`config.mk`:
```
export PLATFORM = sky130hd
export DESIGN_NAME = spi_frame_slave
export DESIGN_NICKNAME = d
export VERILOG_FILES = /design/src/rtl/spi_frame_slave.sv
export SDC_FILE = /design/constraint.sdc
export NUM_CORES = 1
export LEC_CHECK = 0
export ABC_AREA = 0
export BUFFER_PORTS_ARGS = -buffer_cell sky130_fd_sc_hd__buf_2
export CORE_UTILIZATION = 61
export DETAILED_ROUTE_END_ITERATION = 8
export PLACE_DENSITY = 0.84
export SKIP_LAST_GASP = 1
export SYNTH_ARGS = -nofsm -noshare
export SYNTH_HDL_FRONTEND = slang
export SYNTH_SLANG_ARGS = --single-unit
```
`constraint.sdc`:
```
create_clock -name clk -period 3.9 [get_ports clk]
set_input_delay 0.195 -clock clk [delete_from_list [all_inputs] [get_ports clk]]
set_output_delay 0.195 -clock clk [all_outputs]
set_load 0.005 [all_outputs]
```
`src/rtl/spi_frame_slave.sv`:
```
module spi_frame_slave #(
  parameter int WORD_W    = 16,
  parameter int ADDR_W    = 5,
  parameter int NUM_WORDS = 4,
  parameter int INIT_ADDR = 0
) (
  input  logic                        clk,
  input  logic                        rst_n,
  input  logic                        sclk,
  input  logic                        cs_n,
  input  logic                        si,
  output logic                        so,
  output logic                        so_oe,
  output logic                        wr_stb,
  output logic [ADDR_W-1:0]           wr_addr,
  output logic [WORD_W-ADDR_W-1:0]    wr_data,
  input  logic [NUM_WORDS*WORD_W-1:0] fault_in
);
  localparam int DATA_W = WORD_W - ADDR_W;
  localparam int SEL_W  = (NUM_WORDS > 1) ? $clog2(NUM_WORDS) : 1;
  localparam int CNT_W  = $clog2(WORD_W);
  localparam int ALL_W  = NUM_WORDS * WORD_W;

  logic [2:0] sclk_p, cs_p;
  logic [1:0] si_p;

  always_ff @(posedge clk or negedge rst_n)
    if (!rst_n) begin
      sclk_p <= '0;
      cs_p   <= '1;
      si_p   <= '0;
    end else begin
      sclk_p <= {sclk_p[1:0], sclk};
      cs_p   <= {cs_p[1:0], cs_n};
      si_p   <= {si_p[0], si};
    end

  wire active    = ~cs_p[2];
  wire sclk_rise = active & sclk_p[1] & ~sclk_p[2];
  wire sclk_fall = active & ~sclk_p[1] & sclk_p[2];
  wire cs_fall   = ~cs_p[1] & cs_p[2];
  wire cs_rise   = cs_p[1] & ~cs_p[2];

  logic [WORD_W-1:0] sr, snap;
  logic              so_q;
  logic [CNT_W-1:0]  bit_cnt;
  logic              bits_seen;
  logic [SEL_W-1:0]  sel, rd_sel;
  logic [ALL_W-1:0]  sticky, clr;

  wire [WORD_W-1:0] cur_word = sticky[sel*WORD_W +: WORD_W];
  wire              frame_ok = cs_rise & bits_seen & (bit_cnt == '0);

  always_ff @(posedge clk or negedge rst_n)
    if (!rst_n) begin
      sr        <= '0;
      so_q      <= 1'b0;
      bit_cnt   <= '0;
      bits_seen <= 1'b0;
      snap      <= '0;
      rd_sel    <= '0;
    end else if (cs_fall) begin
      sr        <= cur_word;
      so_q      <= cur_word[WORD_W-1];
      snap      <= cur_word;
      rd_sel    <= sel;
      bit_cnt   <= '0;
      bits_seen <= 1'b0;
    end else begin
      if (sclk_rise) begin
        sr        <= {sr[WORD_W-2:0], si_p[1]};
        bit_cnt   <= bit_cnt + 1'b1;
        bits_seen <= 1'b1;
      end
      if (sclk_fall) so_q <= sr[WORD_W-1];
    end

  always_comb begin
    clr = '0;
    if (frame_ok)
      clr[rd_sel*WORD_W +: WORD_W] = snap & ~fault_in[rd_sel*WORD_W +: WORD_W];
  end

  always_ff @(posedge clk or negedge rst_n)
    if (!rst_n) begin
      sticky  <= '0;
      sel     <= '0;
      wr_stb  <= 1'b0;
      wr_addr <= '0;
      wr_data <= '0;
    end else begin
      sticky <= (sticky & ~clr) | fault_in;
      wr_stb <= frame_ok;
      if (frame_ok) begin
        wr_addr <= sr[WORD_W-1 -: ADDR_W];
        wr_data <= sr[DATA_W-1:0];
        if (sr[WORD_W-1 -: ADDR_W] == ADDR_W'(INIT_ADDR)) sel <= sr[SEL_W-1:0];
      end
    end

  assign so    = so_q;
  assign so_oe = active;
endmodule


```
Word level (Yosys, flattened, before mapping)

Cells that the tools add are included.
Widths: inputs -> output; s select.

Register bits after elaboration: 131
Input bits: 69
Output and inout port bits: 19
Logic and storage cells: 52

Add/subtract/negate cells: 2
Shifts and indexed selects: 4
Mux-type cells: 9
Bitwise gates (word level): 18
Reductions and logical operators: 5

Operators with widths:

| operator                 | count |
|---|---|
| $and 64x64->64           | 2 |
| $shiftx 64x7->16         | 2 |
| $mux 64                  | 1 |
| $not 64->64              | 1 |
| $or 64x64->64            | 1 |
| $shift 16x34->64 const A | 1 |
| $shiftx 16x34->64        | 1 |
| $neg 6->34               | 1 |
| $mux 16                  | 2 |
| $and 16x16->16           | 1 |
| $not 16->16              | 1 |
| $and 1x1->1              | 8 |
| $mux 4                   | 2 |
| $logic_not 5->1          | 1 |
| $add 4x1->4 const B      | 1 |
| $logic_not 4->1          | 1 |
| $mux 1                   | 4 |
| $not 1->1                | 4 |
| $reduce_bool 2->1        | 2 |
| $reduce_and 2->1         | 1 |

Depth between registers and ports, before layout

Depth after elaboration: 9
Gate-level depth with buffers: 9

Worst setup path after synthesis

OpenSTA, ideal clock, no wires.

Path kind: reg2reg
Start: register rd_sel[1]
End: register sticky[11]
Library setup time: 118 ps
Arrival: 2213 ps
Slack: 1569 ps
Cell stages (with the launch flop): 10
Path buffers: 3
Period minus slack after synthesis: 2331 ps
Cells stage by stage: dfrtp_1 -> clkbuf_1 -> clkbuf_1 -> inv_1 -> ha_1 -> nand4bb_1 -> nor3_4 -> buf_4 -> nand3_1 -> a21o_1

Word-level cells in the longest chain between the ends: 9
Elaborated cells on any way between the ends: 11

Ends and longest elaborated chain:

| element                           | RTL line | text |
|---|---|---|
| start, declared                   | 48       | `logic [SEL_W-1:0] sel, rd_sel;` |
| start signal, assigned            | 66       | `rd_sel <= sel;` |
| $shiftx 64x7->16                  | 81       | `clr[rd_sel*WORD_W +: WORD_W] = snap & ~fault_in[rd_sel*WORD_W +: WORD_W];` |
| $not 16->16                       | 81       |  |
| $and 16x16->16                    | 81       |  |
| $shiftx 16x34->64                 | 81       |  |
| $and 64x64->64 (no source line) * | -        |  |
| $mux 64 *                         | 80       | `if (frame_ok)` |
| $not 64->64 *                     | 92       | `sticky <= (sticky & ~clr) \| fault_in;` |
| $and 64x64->64 *                  | 92       |  |
| $or 64x64->64 *                   | 92       |  |
| end signal, assigned              | 92       |  |
| end, declared                     | 49       | `logic [ALL_W-1:0] sticky, clr;` |

Every way passes the cells marked *; elsewhere a longest branch is shown, timed or not.
A chain may end at the register's enable or synchronous reset.

Worst setup path in the final report

Start: register rd_sel[0]
End: register sticky[8]

Same word-level chain as after synthesis.

==> run_results.csv <==
group,metric,value,unit
synthesis,yosys_register_bits,131,
route,wl_per_cell,19.0,um
final_layout,areaGrowthSynthToFinish,30.0,%
synthesis,synth_seq_area_share,54.4,%
global_route,grt_first_pass_wirelength,25200,um
final_layout,nNetsFinal,754,
synthesis,synth_fp_nets,592,
synthesis,synthAdderAreaFrac,1.45,%
global_route,antenna_found_initial,0,
clocking,cts_buffer_depth,2,
power_and_ir_drop,leakage,3.17,nW
final_layout,diodes,0,
placement,port_buffers,87,
hold_path,hold_class,"in2async",
final_layout,n_fill_cell,475,
synthesis,postSynthAreaPerCell,11.7,um2
synthesis,synthMuxAreaShare,10.5,%
timing,hold_viol,0,
synthesis,ys_warn_count,0,
worst_setup_path,critPathKind,"reg2reg",
timing,finalCriticalPeriod,2.92,ns
synthesis,synth_xor_area_share,0.290,%
timing,slew_viol_final,0,
power_and_ir_drop,power_per_cell_area,474,mW/mm2
floorplan,die_w,101,um
final_layout,final_util,83.3,%
synthesis,synth_compound_area_share,14.2,%
global_route,grt_usage,33.4,%
floorplan,die_h,101,um
timing,skew,0.00755,ns
clocking,cts_tree,"done",
route,vias,4902,
timing,fmax,343,MHz
floorplan,core-area,0.00942,mm2
worst_setup_path,endpoint_kind,"flip-flop",
worst_setup_path,crit_fanout,16,
route,wl,15600,um
floorplan,die_area,0.0103,mm2
synthesis,synth_simple_gate_area_share,14.2,%
synthesis,async_reset_ff_share,100,%
route,via_per_inst,5.98,
synthesis,synth_cells,516,
synthesis,yosysUniqueCellTypes,44,
timing,setup_viol,0,
floorplan,num_rows,35,
synthesis,synth_edf_count,0,
synthesis,synthFlopType,"dfrtp_1",
synthesis,syn_area,0.00603,mm2
clocking,cts_buffers,17,
clocking,insertion_delay,0.53,ns
timing,max_slew_margin,25.1,%
run_status,status,"complete, no violations",
clocking,clkSinkCount,131,
final_layout,drive_gt1_share,24.2,%
clocking,postCtsSetupRepairBufs,0,
timing,setup_tns,0,ns
timing,fin_crit_sh,74.8,%
global_route,grt_max_degree,67,
timing,tightest_slew,1.12,ns
route,drc,0,
timing,rsz0062_at_grt,"false",
placement,dp_hpwl,8700,um
synthesis,synth_top_family_by_area,"simple AND/OR/NAND/NOR gates",
clocking,cts.root.buffer_cell,"clkbuf_8",
placement,gp_congestion,0.883,
final_layout,multi_input_area,0.00245,mm2
global_route,grt.overflow.total,0,
route,dr.pass1.iters,5,
floorplan,initial_utilization,64.1,%
route,drtIter0Drc,364,
worst_setup_path,r2r_slack,0.98,ns
power_and_ir_drop,vdd_ir_drop_max,0.316,mV
final_layout,mostFrequentLayoutCells,"dfrtp_1, buf_2, dlygate4sd3_1",
job,maxCapViolCount,0,
route,ant_nets,0,
worst_setup_path,cp.required,4.31,ns
final_layout,final-seq-area,0.00328,mm2
worst_setup_path,critPathArrivalTime,3.33,ns
floorplan,io_pins,88,
clocking,htree_levels,4,
final_layout,final_common_cell,"dfrtp_1",
global_route,first_global_vias,5230,
clocking,clkSlewWorstSetupHoldPaths,0.06,ns
worst_setup_path,start_kind,"flip-flop",
[per-layer routing]
layer	wire (um)	up-vias	global-route usage (%)
li1	-	2145	-
met1	5840	2396	40.0
met2	7950	283	55.4
met3	1170	78	8.21
met4	629	0	19.2
met5	0	-	0
[cells in the mapped netlist (3+ instances only)]
library cell	number	area, um2
dfrtp_1	128	3200
o21ai_0	69	345
a21o_1	44	330
nand2_1	43	161
inv_1	37	139
nand3_1	35	175
nand2b_1	34	213
mux2_2	18	203
a221o_1	14	140
nor2b_1	13	81.3
mux4_1	10	263
clkbuf_1	9	33.8
ha_1	7	87.6
mux4_2	6	135
buf_4	4	30.0
a21o_2	3	26.3
dfstp_2	3	78.8
nor2_1	3	11.3
nor2b_4	3	41.3
[worst max-delay path: stages, from the launching register on]
cell           delay, ns
dfrtp_1             0.45
inv_1               0.13
ha_1                0.36
nand4bb_1           0.27
nor3_4              0.69
nand3_1             0.16
a21o_1              0.21
dlygate4sd3_1       0.54
[logic make-up after synthesis]
logic type | Yosys count
adder cells (fa/ha/maj) | 7
AO/OA/AOI/OAI | 132
buffers and inverters | 61
multiplexers | 37
XOR/XNOR | 2
flip-flops | 131
AND/OR/NAND/NOR | 146
[layout make-up]
type                    instances  area share, %
repair buffers                166           15.5
multi-input cells             324           31.3
clock inverters                14           1.96
clock buffers                  18           5.46
flip-flops and latches        131           41.9
well taps                     129           2.06
inverters                      38           1.82
[per-stage QoR]
stage | hold WS [ns] | instances | worst slack, ns | power (W) | cell area (um2)
after floorplan | -0.101 | 516 | 1.57 | 0.00190 | 6030
after global placement | 0.251 | 713 | 1.53 | 0.00209 | 6510
after detailed placement | 0.252 | 713 | 1.34 | 0.00212 | 6510
after CTS | 0.254 | 820 | 1.04 | 0.00371 | 7840
after global routing | 0.296 | 820 | 0.863 | 0.00387 | 7840
final | 0.235 | 820 | 0.982 | 0.00372 | 7840
[report_power, final]
| part | internal (W) | leakage, nW | total, W | switching, W |
|---|---|---|---|---|
| sequential | 0.00151 | 1.35 | 0.00164 | 0.000131 |
| clock | 0.000931 | 0.266 | 0.00155 | 0.000619 |
| combinational | 0.000293 | 1.55 | 0.000523 | 0.000230 |
[worst paths after layout]
check                                      start                endpoint  cells after the start
max                        rd_sel[0]$_DFFE_PN0P_     sticky[8]$_DFF_PN0_                      7
min                                        rst_n  wr_data[3]$_DFFE_PN0P_                      2
max reg2reg                rd_sel[0]$_DFFE_PN0P_     sticky[8]$_DFF_PN0_                      7
min reg2reg                    si_p[0]$_DFF_PN0_       si_p[1]$_DFF_PN0_                      0
max in group asynchronous                  rst_n   rd_sel[1]$_DFFE_PN0P_                      3
min in group clk                            sclk     sclk_p[0]$_DFF_PN0_                      2
[repair_timing]
action                    4_1_cts  5_1_grt
hold endpoints to repair      112        0
hold buffers                   75        0
gates resized for setup         0        0
[sequential cells by signal, indices dropped and copies added, names as in the netlist, 3 cells and up]
name and cells:
sclk_p 3, cs_p 3, sr 16, snap 16, sticky 64, wr_addr 5, wr_data 11, bit_cnt 4
No activity file was read; power rests on OpenSTA's default activity.
